===== config.mk =====
export PLATFORM = sky130hd
export DESIGN_NAME = tuner_i2c_loader
export DESIGN_NICKNAME = d
export VERILOG_FILES = /design/src/rtl/tl_pkg.sv /design/src/rtl/tl_line_sync.sv /design/src/rtl/tl_byte_rx.sv /design/src/rtl/tl_reg_bank.sv /design/src/rtl/tuner_i2c_loader.sv
export SDC_FILE = /design/constraint.sdc
export NUM_CORES = 1
export LEC_CHECK = 0
export BUFFER_PORTS_ARGS = -buffer_cell sky130_fd_sc_hd__buf_2
export CAP_MARGIN = 20
export CELL_PAD_IN_SITES_DETAIL_PLACEMENT = 0
export CELL_PAD_IN_SITES_GLOBAL_PLACEMENT = 1
export CORE_MARGIN = 3
export CORE_UTILIZATION = 42
export DETAILED_ROUTE_END_ITERATION = 16
export PLACE_DENSITY = 0.83
export SETUP_SLACK_MARGIN = 0.1
export SLEW_MARGIN = 20
export SYNTH_ARGS = -nofsm -noshare
export SYNTH_HDL_FRONTEND = slang
export SYNTH_SLANG_ARGS = --single-unit

===== constraint.sdc =====
create_clock -name clk -period 2.5 [get_ports clk]
set_clock_uncertainty 0.05 [all_clocks]
set_input_delay 0.25 -clock clk [delete_from_list [all_inputs] [get_ports clk]]
set_output_delay 0.25 -clock clk [all_outputs]
set_load 0.05 [all_outputs]

===== src/rtl/tl_pkg.sv =====
package tl_pkg;
  localparam int BYTE_W = 8;
  localparam logic [4:0] DEV_HI = 5'b11000;

  typedef enum logic [1:0] {SLOT_DIVH = 2'd0, SLOT_DIVL = 2'd1, SLOT_CTRL = 2'd2, SLOT_BAND = 2'd3} slot_e;
  typedef enum logic [1:0] {RX_IDLE, RX_ADDR, RX_DATA, RX_SKIP} rx_state_e;

  // Slot taken by the idx-th data byte; control-first order rotates by two.
  function automatic slot_e slot_at(input logic ctrl_first, input logic [1:0] idx);
    slot_at = slot_e'({idx[1] ^ ctrl_first, idx[0]});
  endfunction

  // Write address match against the fixed high bits and the select pins.
  function automatic logic addr_hit(input logic [BYTE_W-1:0] b, input logic [1:0] sel);
    addr_hit = (b[7:1] == {DEV_HI, sel}) && !b[0];
  endfunction
endpackage


===== src/rtl/tl_line_sync.sv =====
module tl_line_sync #(
  parameter int STAGES = 2
) (
  input  logic clk,
  input  logic rst_n,
  input  logic enable,
  input  logic scl_i,
  input  logic sda_i,
  output logic sda_s,
  output logic scl_rise,
  output logic scl_fall,
  output logic start_ev,
  output logic stop_ev
);
  logic [STAGES-1:0] scl_c, sda_c;
  logic scl_p, sda_p, scl_s;

  for (genvar k = 0; k < STAGES; k++) begin : g_chain
    always_ff @(posedge clk or negedge rst_n) begin
      if (!rst_n) begin
        scl_c[k] <= 1'b1;
        sda_c[k] <= 1'b1;
      end else if (k == 0) begin
        scl_c[k] <= scl_i;
        sda_c[k] <= sda_i;
      end else begin
        scl_c[k] <= scl_c[(k == 0) ? 0 : k-1];
        sda_c[k] <= sda_c[(k == 0) ? 0 : k-1];
      end
    end
  end

  assign scl_s = scl_c[STAGES-1];
  assign sda_s = sda_c[STAGES-1];

  always_ff @(posedge clk or negedge rst_n) begin
    if (!rst_n) begin
      scl_p <= 1'b1;
      sda_p <= 1'b1;
    end else begin
      scl_p <= scl_s;
      sda_p <= sda_s;
    end
  end

  assign scl_rise = enable &&  scl_s && !scl_p;
  assign scl_fall = enable && !scl_s &&  scl_p;
  assign start_ev = enable && scl_s && scl_p && sda_p && !sda_s;
  assign stop_ev  = enable && scl_s && scl_p && !sda_p && sda_s;
endmodule


===== src/rtl/tl_byte_rx.sv =====
module tl_byte_rx
  import tl_pkg::*;
(
  input  logic              clk,
  input  logic              rst_n,
  input  logic              enable,
  input  logic [1:0]        addr_sel,
  input  logic              sda_s,
  input  logic              scl_rise,
  input  logic              scl_fall,
  input  logic              start_ev,
  input  logic              stop_ev,
  output logic              byte_done,
  output logic [BYTE_W-1:0] rx_byte,
  output logic              addressed,
  output logic              in_ack,
  output logic              sda_pull
);
  localparam int CNT_W = $clog2(BYTE_W + 1);
  localparam logic [CNT_W-1:0] LAST_BIT = CNT_W'(BYTE_W - 1);
  localparam logic [CNT_W-1:0] ACK_PH   = CNT_W'(BYTE_W);

  rx_state_e         st;
  logic [CNT_W-1:0]  cnt;
  logic [BYTE_W-1:0] sh;
  logic              ack_on;
  logic              counting;

  assign counting  = (st == RX_ADDR) || (st == RX_DATA);
  assign rx_byte   = {sh[BYTE_W-2:0], sda_s};
  assign byte_done = enable && !start_ev && !stop_ev && (st == RX_DATA) &&
                     scl_rise && (cnt == LAST_BIT);
  assign addressed = (st == RX_DATA);
  assign sda_pull  = ack_on;

  always_ff @(posedge clk or negedge rst_n) begin
    if (!rst_n) begin
      st <= RX_IDLE; cnt <= '0; sh <= '0; in_ack <= 1'b0; ack_on <= 1'b0;
    end else if (!enable || stop_ev) begin
      st <= RX_IDLE; cnt <= '0; in_ack <= 1'b0; ack_on <= 1'b0;
    end else if (start_ev) begin
      st <= RX_ADDR; cnt <= '0; in_ack <= 1'b0; ack_on <= 1'b0;
    end else if (counting) begin
      if (scl_rise && cnt < ACK_PH) begin
        sh  <= rx_byte;
        cnt <= cnt + 1'b1;
        if (cnt == LAST_BIT && st == RX_ADDR)
          st <= addr_hit(rx_byte, addr_sel) ? RX_DATA : RX_SKIP;
      end
      if (scl_fall && cnt == ACK_PH) begin
        if (!in_ack) begin
          in_ack <= 1'b1;
          ack_on <= (st == RX_DATA);
        end else begin
          in_ack <= 1'b0;
          ack_on <= 1'b0;
          cnt    <= '0;
        end
      end
    end
  end
endmodule


===== src/rtl/tl_reg_bank.sv =====
module tl_reg_bank
  import tl_pkg::*;
#(
  parameter int DIV_W  = 15,
  parameter int SLOTS  = 4
) (
  input  logic              clk,
  input  logic              rst_n,
  input  logic              ptr_clr,
  input  logic              byte_done,
  input  logic [BYTE_W-1:0] rx_byte,
  output logic [DIV_W-1:0]  freq_word,
  output logic [BYTE_W-1:0] ctrl_word,
  output logic [BYTE_W-1:0] band_word,
  output logic              commit_f,
  output logic              commit_c,
  output logic              commit_b,
  output logic [2:0]        ptr
);
  localparam int HI_W = DIV_W - BYTE_W;
  localparam logic [2:0] PTR_MAX = 3'(SLOTS);

  logic            ctrl_first_q, order, live, shadow_ld;
  logic [HI_W-1:0] shadow;
  slot_e           slot;

  assign order     = (ptr == 3'd0) ? rx_byte[BYTE_W-1] : ctrl_first_q;
  assign slot      = slot_at(order, ptr[1:0]);
  assign live      = byte_done && (ptr < PTR_MAX);
  assign shadow_ld = live && (slot == SLOT_DIVH);
  assign commit_f  = live && (slot == SLOT_DIVL);
  assign commit_c  = live && (slot == SLOT_CTRL);
  assign commit_b  = live && (slot == SLOT_BAND);

  always_ff @(posedge clk or negedge rst_n) begin
    if (!rst_n) begin
      ptr <= '0; ctrl_first_q <= 1'b0; shadow <= '0;
      freq_word <= '0; ctrl_word <= '0; band_word <= '0;
    end else begin
      if (ptr_clr) ptr <= '0;
      else if (live) begin
        ptr <= ptr + 1'b1;
        if (ptr == 3'd0) ctrl_first_q <= rx_byte[BYTE_W-1];
      end
      if (shadow_ld) shadow    <= rx_byte[HI_W-1:0];
      if (commit_f)  freq_word <= {shadow, rx_byte};
      if (commit_c)  ctrl_word <= rx_byte;
      if (commit_b)  band_word <= rx_byte;
    end
  end
endmodule


===== src/rtl/tuner_i2c_loader.sv =====
module tuner_i2c_loader
  import tl_pkg::*;
#(
  parameter int SYNC_STAGES = 2,
  parameter int DIV_W       = 15
) (
  input  logic             clk,
  input  logic             rst_n,
  input  logic             bus_sel,
  input  logic [1:0]       addr_sel,
  input  logic             scl_i,
  input  logic             sda_i,
  output logic             sda_pull,
  output logic [DIV_W-1:0] freq_word,
  output logic [7:0]       ctrl_word,
  output logic [7:0]       band_word
);
  logic enable, sda_s, scl_rise, scl_fall, start_ev, stop_ev;
  logic byte_done, addressed, in_ack, ptr_clr;
  logic commit_f, commit_c, commit_b;
  logic [BYTE_W-1:0] rx_byte;
  logic [2:0] ptr;

  assign enable  = !bus_sel;
  assign ptr_clr = start_ev || stop_ev || !enable;

  tl_line_sync #(.STAGES(SYNC_STAGES)) sync_i (
    .clk(clk), .rst_n(rst_n), .enable(enable), .scl_i(scl_i), .sda_i(sda_i),
    .sda_s(sda_s), .scl_rise(scl_rise), .scl_fall(scl_fall),
    .start_ev(start_ev), .stop_ev(stop_ev));

  tl_byte_rx rx_i (
    .clk(clk), .rst_n(rst_n), .enable(enable), .addr_sel(addr_sel),
    .sda_s(sda_s), .scl_rise(scl_rise), .scl_fall(scl_fall),
    .start_ev(start_ev), .stop_ev(stop_ev), .byte_done(byte_done),
    .rx_byte(rx_byte), .addressed(addressed), .in_ack(in_ack),
    .sda_pull(sda_pull));

  tl_reg_bank #(.DIV_W(DIV_W), .SLOTS(4)) bank_i (
    .clk(clk), .rst_n(rst_n), .ptr_clr(ptr_clr), .byte_done(byte_done),
    .rx_byte(rx_byte), .freq_word(freq_word), .ctrl_word(ctrl_word),
    .band_word(band_word), .commit_f(commit_f), .commit_c(commit_c),
    .commit_b(commit_b), .ptr(ptr));
endmodule


* After elaboration in Yosys (flattened, before gate mapping)
Index checks and enable logic that the tools add are counted.
Cells by class: $add $sub $neg 2, $lt $le $gt $ge 2, eq/ne operators 8, muxes and demuxes 25, bitwise gates (word level) 4, reduce and logical (&&, ||, !) cells 45
Operators with widths (count):
- $mux W4 | 6
- $logic_and A1 B1 Y1 | 23
- $mux W1 | 12
- $reduce_bool A3 Y1 | 4
- $mux W2 | 5
- $eq A7 B7 Y1 | 1
- $logic_not A1 Y1 | 7
- $eq A2 B2 Y1 const B | 3
- $mux W3 | 2
- $add A4 B1 Y4 const B | 1
- $eq A2 B1 Y1 const B | 2
- $eq A4 B3 Y1 const B | 1
- $eq A4 B4 Y1 const B | 1
- $logic_or A1 B1 Y1 | 4
- $lt A4 B4 Y1 const B | 1
- $reduce_and A2 Y1 | 2
- $reduce_and A4 Y1 | 1
- $add A3 B1 Y3 const B | 1
- $logic_not A3 Y1 | 1
- $lt A3 B3 Y1 const B | 1
- $not A1 Y1 | 3
- $reduce_and A3 Y1 | 1
- $logic_not A2 Y1 | 1
- $reduce_bool A2 Y1 | 1
- $xor A1 B1 Y1 | 1
Word-level totals: bits in registers 63, input port bits 7, logic and storage cells 103

* Longest topological paths before layout
Gate-level depths: netlist of run 1.
word-level depth 14, depth in mapped cells 8, depth with buffers taken out 6

* Hierarchy
A second synthesis of run 1 with hierarchy kept.
Unflattened totals: cells, all modules 192, area total of the unflattened synthesis 2701.3 µm²
By module, submodules not included:
- tl_reg_bank | times used 1, cells an instance 111, area an instance 1712.9 µm², seq. area each 1051.0 µm²
- tl_byte_rx | times used 1, cells an instance 66, area an instance 770.7 µm², seq. area each 375.4 µm²
- tl_line_sync | times used 1, cells an instance 13, area an instance 207.7 µm², seq. area each 157.7 µm²
- tuner_i2c_loader | times used 1, cells an instance 2, area an instance 10.0 µm², seq. area each 0.0 µm²

* Worst setup path after synthesis of run 1
No wires, ideal clock.
path type register to register, start register rx_i.st[0], end register bank_i.shadow[0], library setup time 125 ps, arrival 2295 ps, required time 2325 ps, setup slack 30 ps, stages on the path, launching flop included 9, path buffers 2, period minus slack after synthesis 2470 ps, cell sequence dfrtp_1 inv_1 ha_1 or4b_1 or3_1 buf_6 or4_1 buf_6 mux2_4
On the way: cells in the longest elaborated chain, start to end 6
RTL lines:
- start: declaration | RTL line tl_byte_rx.sv:23 | rx_state_e st;
- start signal: assignment | RTL line tl_byte_rx.sv:48 | st <= addr_hit(rx_byte, addr_sel) ? RX_DATA : RX_SKIP;
- $eq A2 B2 Y1 | RTL line tl_byte_rx.sv:31 | assign byte_done = enable && !start_ev && !stop_ev && (st == RX_DATA) &&
- $logic_and A1 B1 Y1 (2 in series) | RTL line tl_byte_rx.sv:31
- $logic_and A1 B1 Y1 | RTL line tl_byte_rx.sv:32 | scl_rise && (cnt == LAST_BIT);
- $logic_and A1 B1 Y1 | RTL line tl_reg_bank.sv:29 | assign live = byte_done && (ptr < PTR_MAX);
- $logic_and A1 B1 Y1 | RTL line tl_reg_bank.sv:30 | assign shadow_ld = live && (slot == SLOT_DIVH);
- end signal: assignment | RTL line tl_reg_bank.sv:45 | if (shadow_ld) shadow <= rx_byte[HI_W-1:0];
- end: declaration | RTL line tl_reg_bank.sv:24 | logic [HI_W-1:0] shadow;
No other way between the ends. A chain may end at the register's enable or synchronous reset.

* Worst setup path after layout of run 1
start register rx_i.st[0], end register bank_i.shadow[3]
The elaborated chain is that of the path after synthesis.

==> results.cfg, run 1 <==
[run_status]
outcome = complete, no violations

[yosys]
synth_enable_flop_cells = 0
yosysTopAreaCell = dfrtp_1
netlist_top_cells_area = dfrtp_1, mux2_2, dfstp_2
synth-main-ff-cell = dfrtp_1
synthesis.area_mm2 = 0.00269
async_flop_share_pct = 100
syn-instance-count = 193
ys_warn_count = 0
ys_types = 35
synth_nets = 206
syn_area_per_cell_um2 = 14.0
synth_seq_cells = 63
seq_area_frac_synth_pct = 58.8
yosysTopAreaCellShare_pct = 53.0

[routing]
vias = 1684
drt_iter0_drc = 40
drc = 0
wl_um = 5160
antenna_left = 0
drt_pass1_iterations = 4
viasPerCell = 5.10
wl_per_cell_um = 15.6

[min_path]
hold_path_startpoint = bus_sel
hold_path_class = primary input to flip-flop

[clock_network]
cts_sinks = 63
cts_buffers = 9
clkTransAtPathRegs_ns = 0.07
ctsHtreeMaxLevel = 3
clock_latency_ns = 0.33
clock_path_buffers = 2
root_buffer = clkbuf_8
cts_tree = done

[place]
portBuffers = 38
routabilityCongestion = 0.740
dp_hpwl_um = 3580

[layout]
syn_to_final_growth_pct = 24.1
layout_commonest_cell = dfrtp_1
drive_above_1_share_pct = 47.8
antennaDiodeCount = 0
final_nets = 263
final_cell_mix = dfrtp_1, buf_2, mux2_2, mux2_4, clkbuf_8
post-route-util_pct = 55.1
n_fill_cell = 505

[sta]
fmax_ghz = 0.408
rsz0062_at_grt = yes
finalCritPeriodShare_pct = 98.2
period_needed_ns = 2.45
slew_headroom_pct = 66.8
hold_viol_final = 0
drv_slew = 0
tightest_slew_ns = 0.493
setup_violations = 0

[worst_setup_path]
worst_setup_path_start_kind = flip-flop
end_kind = flip-flop
r2r_slack_ns = 0.05
arrival_ns = 2.62
crit_required_ns = 2.67
cp-startpoint = rx_i.st[0]
timing.rr.start = rx_i.st[0]
critical_path_class = flip-flop to flip-flop
path_max_fanout = 7

[power_and_ir_drop]
p_leak_nw = 1.69
ir_drop_uv = 339
total_power_mw = 1.99
power_density_mw_per_mm2 = 597

[floorplanning]
start_util_pct = 44.4
die_h_um = 86.1
core-area_mm2 = 0.00606
die-area_mm2 = 0.00741
ios = 39
row_count = 28
dieWidth_um = 86.1

[global_routing]
antenna_found_initial = 0
grt_use_total_pct = 15.5
first_global_vias = 1815
grt_max_degree = 23
grt_pass1_wl_um = 8830
grt_overflow_total = 0

[run]
cap_viol_max_count = 0
-- timing repair --
action / CTS / global route
hold endpoints to repair: 15 / 0
setup endpoints to repair: 36 / 38
setup buffers: 0 / 2
hold buffers: 3 / 0
pin swaps: 0 / 1
resized for setup: 1 / 20
-- metal layers --
| metal | vias to the layer above | track usage, % | share of wire (%) |
|---|---|---|---|
| li1 | 789 | - | - |
| met4 | 0 | 8.06 | 2.3 |
| met5 | - | 0 | 0 |
| met3 | 11 | 3.55 | 3.3 |
| met2 | 30 | 23.3 | 46 |
| met1 | 854 | 20.8 | 48 |
-- cell families after synthesis --
family / after synthesis / share of synthesized area, %
xor gates and xnor gates: 6 / 1.95
DFF: 63 / 58.8
and+or+nand+nor: 37 / 8.46
buffers and inverters: 16 / 2.93
adders and majority gates: 6 / 2.79
AOI/OAI and AO/OA: 19 / 4.83
muxes: 46 / 20.2
-- critical path, stage by stage, from the launching register on --
cell     delay (ns)
dfrtp_1        0.38
inv_1          0.06
ha_2           0.16
or4b_4         0.44
or3_4          0.39
or4_4          0.53
mux2_4         0.33
-- report_power, final --
part	total (mW)	internal, mW	switching, mW	leakage [nW]
Sequential	1.05	1.03	0.0144	0.859
Combinational	0.0535	0.0213	0.0322	0.734
Clock	0.893	0.518	0.375	0.101
Total	1.99	1.57	0.421	1.69
-- cell usage after synthesis (all sizes together) (2+ instances only) --
master,number
nand4,2
nand2b,6
a211o,2
ha,6
buf,3
xnor2,4
nor2b,2
a21oi,8
dfstp,6
mux2,46
nand2,4
nand3,4
and3,2
xor2,2
clkbuf,3
nor2,7
inv,10
a21o,2
dfrtp,57
nor4b,2
o21ai,3
-- flip-flops by register name, summed over array words and instances, names as in the netlist, 2 cells and up --
name,count
bank_i.shadow,7
bank_i.freq_word,15
bank_i.band_word,8
rx_i.cnt,4
bank_i.ctrl_word,8
bank_i.ptr,3
rx_i.sh,7
rx_i.st,2
-- path summary, 6_finish.rpt --
check | end | depth (start not counted)
max | bank_i.shadow[3] | 6
min | bank_i.ptr[2] | 3
max reg2reg | bank_i.shadow[3] | 6
min reg2reg | sync_i.scl_s | 0
max in group asynchronous | bank_i.ptr[1] | 3
min in group asynchronous | bank_i.band_word[1] | 2
-- layout make-up --
class                   instances  area (um2)  area share, %
clock inverters                 2        38.8           1.16
multi-input cells             114        1110           33.1
repair buffers                 52         319           9.55
clock buffers                  14         163           4.87
inverters                      10        37.5           1.12
flip-flops and latches         63        1580           47.4
well taps                      75        93.8           2.81
-- through the flow --
stage | worst slack (ns) | area (um2) | setup TNS, ns | std cells | hold WS [ns]
3_5_place_dp | 0.00225 | 3020 | 0 | 309 | 0.175
6_report | 0.0462 | 3340 | 0 | 330 | 0.229
2_1_floorplan | 0.0352 | 2700 | 0 | 193 | -0.0956
4_1_cts | 0.0695 | 3260 | 0 | 328 | 0.217
5_1_grt | -0.0124 | 3340 | -0.0342 | 330 | 0.251
3_3_place_gp | 0.0459 | 3020 | 0 | 309 | 0.186
Power figures use the tool's default switching activity.
==> run 2, diff against run 1 <==
CAP_MARGIN = 30   (was 20)
CELL_PAD_IN_SITES_DETAIL_PLACEMENT = default   (was 0)
CELL_PAD_IN_SITES_GLOBAL_PLACEMENT = default   (was 1)
CORE_UTILIZATION = 50   (was 42)
CTS_CLUSTER_DIAMETER = 30   (was default)
PLACE_DENSITY = 0.82   (was 0.83)
==> run 2 against run 1 <==
Effect of this change: hold slack got worse by 0.018 ns; fmax up 0.37%; first-iteration DRC count is 140% higher; cell count down 1.5%; sequential power about the same; count of clock-buffer cells in the layout is 4 lower; sequential share of layout area is 0.37 points lower; register-to-register slack barely moved; sequential cell count stayed put; clock power grew 24%; critical endpoint is now bank_i.shadow[5]; largest cell class unchanged; highest routed layer unchanged.
==> results.cfg, run 2 (same netlist as run 1, synthesis figures left out) <==
[worst_setup_path]
path_max_fanout = 7
slowest_delay_ns = 0.52
critical_path_class = flip-flop to flip-flop
path_delay_family = simple AND/OR/NAND/NOR gates
end_kind = flip-flop
worst_setup_path_start_kind = flip-flop
crit_required_ns = 2.68
arrival_ns = 2.62
path_buf_inv = 1
cp_cell_sequence = inv_1 > ha_2 > or4b_4 > or3_4 > or4_4 > mux2_4
cpMaxStageDelayCell = or4_4

[layout]
largest_reg_flops = 15
final_area_mm2 = 0.00337
top_register = bank_i.freq_word
reg.largest.list = bank_i.freq_word x15, bank_i.band_word x8, bank_i.ctrl_word x8
final_cell_mix = dfrtp_1, buf_2, mux2_2
layout_commonest_cell = dfrtp_1
final_nets = 263
syn_to_final_growth_pct = 25.1
antennaDiodeCount = 0
drive_above_1_share_pct = 48.6
stdcell_count = 325

[place]
portBuffers = 38
place_inst = 304
routabilityCongestion = 0.858
dp_hpwl_um = 3380
place_area_mm2 = 0.00303

[sta]
fin_setup_tns_ns = 0
rsz0062_at_grt = yes
slew_headroom_pct = 68.5
tightest_slew_ns = 0.467
finalCritPeriodShare_pct = 97.8
period_needed_ns = 2.44
fmax_ghz = 0.409
drv_slew = 0
hold_viol_final = 0
setup_violations = 0

[global_routing]
grt_use_total_pct = 18.3
first_global_vias = 1746
grt_max_degree = 64
grt_pass1_wl_um = 8570
antenna_found_initial = 0
grt_overflow_total = 0

[routing]
drt_iter0_drc = 94
drt_pass1_iterations = 4
wl_per_cell_um = 16.0
vias = 1684
drc = 0
wl_um = 5210
antenna_left = 0
viasPerCell = 5.18

[clock_network]
cts_tree = done
cts_buffers = 9
cts_sinks = 63
clock_latency_ns = 0.34
root_buffer = clkbuf_8
ctsHtreeMaxLevel = 3
clock_path_buffers = 2
clkTransAtPathRegs_ns = 0.07

[power_and_ir_drop]
ir_drop_uv = 448
power_density_mw_per_mm2 = 656
p_leak_nw = 1.71
total_power_mw = 2.21

[floorplanning]
ios = 39
core-area_mm2 = 0.00517
row_count = 26
start_util_pct = 52.1
die_h_um = 79.4
die-area_mm2 = 0.00630
dieWidth_um = 79.4

[min_path]
hold_path_class = primary input to flip-flop

[run_status]
outcome = complete, no violations

[run]
cap_viol_max_count = 0
==> run 2: per-stage QoR <==
| stage | setup WS, ns | util [%] | hold slack [ns] |
|---|---|---|---|
| after floorplan | 0.0352 | - | -0.0956 |
| after global placement | 0.0512 | 58.5 | 0.235 |
| after detailed placement | 0.00951 | 58.5 | 0.240 |
| after CTS | 0.0724 | 64.1 | 0.196 |
| after global routing | -0.00227 | 65.1 | 0.238 |
| final | 0.0552 | 65.1 | 0.211 |
==> run 2: path summary, 6_finish.rpt <==
check / to / slack, ns / from / cells after the start
max in group asynchronous: sync_i.sda_p / 1.70 / rst_n / 3
min: bank_i.ptr[2] / 0.21 / bus_sel / 3
max reg2reg: bank_i.shadow[5] / 0.06 / rx_i.st[0] / 6
min reg2reg: sync_i.scl_s / 0.31 / sync_i.scl_c[0] / 0
min in group asynchronous: bank_i.shadow[1] / 0.40 / rst_n / 3
max: bank_i.shadow[5] / 0.06 / rx_i.st[0] / 6
==> run 2: routing by layer <==
| layer | up-vias | GRT usage [%] | share of wire [%] | routed length (um) |
|---|---|---|---|---|
| met2 | 45 | 28.5 | 48 | 2480 |
| met3 | 15 | 4.63 | 3.8 | 199 |
| met5 | - | 0 | 0 | 0 |
| li1 | 793 | - | - | - |
| met4 | 0 | 11.3 | 3.4 | 176 |
| met1 | 831 | 22.8 | 45 | 2360 |
==> run 2: layout make-up <==
cell class | count | area, um2
clock buffer | 10 | 138
tap | 70 | 87.6
clock inverter | 6 | 115
inverter | 10 | 37.5
multi-input combinational | 114 | 1070
timing repair buffer | 52 | 332
fill | 364 | 1800
sequential | 63 | 1580
==> run 2: power by group <==
part           switching (mW)  total, mW  internal [mW]
sequential             0.0146       1.05           1.03
clock                   0.412       1.11          0.694
combinational          0.0329     0.0555         0.0226
total                   0.460       2.21           1.75
==> run 2: worst register-to-register path, delay by kind of cell (launching register included) <==
| kind | cells | cell delay [ns] |
|---|---|---|
| adders and majority gates | 1 | 0.17 |
| buffers and inverters | 1 | 0.06 |
| DFF | 1 | 0.38 |
| muxes | 1 | 0.33 |
| and+or+nand+nor | 3 | 1.36 |
==> run 2: what timing repair did <==
item	4_1_cts	5_1_grt
buffers inserted	0	2
pin swaps	0	1
hold endpoints to repair	59	0
hold buffers	3	0
endpoints found under the setup margin	28	33
gates resized for setup	1	11
==> run 3, diff against run 2 <==
MAX_ROUTING_LAYER = met4   (was default)
SYNTH_HIERARCHICAL = 1   (was default)
==> run 3 against run 2 <==
Effect of this change: sequential power about the same; total power is 1.4% lower; critical path type unchanged; synthesized area increased by 0.19%; register-to-register slack better by 0.06 ns; final area is 1.2% higher; cell count unchanged; first-iteration DRC count is 16% higher; critical path depth increased by 4.
==> results.cfg, run 3 <==
[floorplanning]
core-area_mm2 = 0.00517
row_count = 26
ios = 39
start_util_pct = 52.2
die_h_um = 79.5
dieWidth_um = 79.5
die-area_mm2 = 0.00631

[routing]
viasPerCell = 5.22
wl_um = 5360
drt_iter0_drc = 109
antenna_left = 0
wl_met2_um = 2700
wl_per_cell_um = 16.5
met3_length_um = 221
drt-met1-wl_um = 2350
vias = 1696
top_layer = met4
drc = 0
drt_pass1_iterations = 4

[layout]
final_cell_mix = dfrtp_1, buf_2, mux2_1
top_register = bank_i/freq_word
largest_reg_flops = 15
layout_commonest_cell = dfrtp_1
post-route-util_pct = 65.9
syn_to_final_growth_pct = 26.3
final_nets = 263
reg.largest.list = bank_i/freq_word x15, bank_i/band_word x8, bank_i/ctrl_word x8
antennaDiodeCount = 0
drive_above_1_share_pct = 38.4

[sta]
hold_viol_final = 0
finalCritPeriodShare_pct = 95.2
fmax_ghz = 0.420
slew_headroom_pct = 58.5
rsz0062_at_grt = yes
setup_ws_ns = 0.119
period_needed_ns = 2.38
fin_setup_tns_ns = 0
drv_slew = 0
tightest_slew_ns = 0.622
setup_violations = 0

[global_routing]
antenna_found_initial = 0
grt_use_total_pct = 19.6
grt_overflow_total = 0
grt_max_degree = 37
first_global_vias = 1764
grt_pass1_wl_um = 8940

[clock_network]
clock_latency_ns = 0.33
cts_sinks = 63
cts_tree = done
ctsHtreeMaxLevel = 3
clkTransAtPathRegs_ns = 0.07
root_buffer = clkbuf_8
clock_path_buffers = 2
cts_buffers = 9

[min_path]
hold_path_class = primary input to flip-flop

[yosys]
syn_area_per_cell_um2 = 14.1
ys_warn_count = 6
synth_nets = 204
synthesis.area_mm2 = 0.00270
syn-instance-count = 191

[worst_setup_path]
path_max_fanout = 8
arrival_ns = 2.54
worst_setup_path_start_kind = flip-flop
critical_path_class = flip-flop to flip-flop
end_kind = flip-flop
crit_required_ns = 2.66

[place]
dp_hpwl_um = 3380
routabilityCongestion = 0.809
pre_cts_ws_ns = -0.00962
portBuffers = 38

[power_and_ir_drop]
total_power_mw = 2.18
ir_drop_uv = 486
p_leak_nw = 1.75
power_density_mw_per_mm2 = 639

[run_status]
outcome = complete, no violations

[run]
cap_viol_max_count = 0
==> run 3: final timing paths <==
path | from | slack, ns | endpoint | cells past startpoint
setup / recovery | sync_i/scl_s | 0.12 | bank_i/freq_word[5] | 10
setup reg to reg | sync_i/scl_s | 0.12 | bank_i/freq_word[5] | 10
min in group asynchronous | rst_n | 0.42 | bank_i/freq_word[6] | 2
hold reg to reg | sync_i/sda_c[0] | 0.31 | sync_i/sda_s | 0
hold / removal | bus_sel | 0.23 | bank_i/ptr[2] | 3
max in group asynchronous | rst_n | 1.30 | sync_i/scl_s | 3
==> run 3: layer usage <==
| metal | GRT usage (%) | vias to the layer above |
|---|---|---|
| li1 | - | 799 |
| met3 | 4.29 | 11 |
| met1 | 24.4 | 849 |
| met5 | - | - |
| met4 | 10.5 | 0 |
| met2 | 30.1 | 37 |
==> run 3: power breakdown <==
group	internal (mW)	total [mW]	switching (mW)	leakage [nW]
Clock	0.692	1.08	0.392	0.124
Sequential	1.03	1.04	0.00750	0.860
Combinational	0.0215	0.0555	0.0339	0.771
Total	1.74	2.18	0.434	1.75
==> run 3: layout make-up <==
cell class	count	area [um2]
fillers	362	1760
flip-flops and latches	63	1580
multi-input cells	119	1120
repair buffers	50	340
clock buffers	11	141
clock inverters	5	104
well taps	70	87.6
inverters	7	26.3
==> run 3: metrics by stage <==
stage / instance area [um2] / std cells / hold slack [ns]
floorplan: 2700 / 191 / -0.0956
global placement: 3000 / 300 / 0.250
detailed placement: 3000 / 300 / 0.261
CTS: 3350 / 323 / 0.201
global route: 3410 / 325 / 0.240
finish: 3410 / 325 / 0.226
==> run 3: timing repair <==
action                                  in CTS  in global routing
setup buffers                                3                  2
gates cloned                                 1                  0
hold endpoints to repair                    28                  0
endpoints found under the setup margin      23                 16
resized for setup                            4                 13
hold buffers                                 3                  0
==> run 3: critical path, cell delays in order (launching register included) <==
cell and delay [ns]:
dfstp_2 0.57, nand2_2 0.06, nor2_2 0.10, and4b_1 0.19
and3_4 0.21, nand2b_4 0.07, or2_4 0.26, nor3_4 0.16
buf_6 0.13, buf_12 0.12, mux2_1 0.34
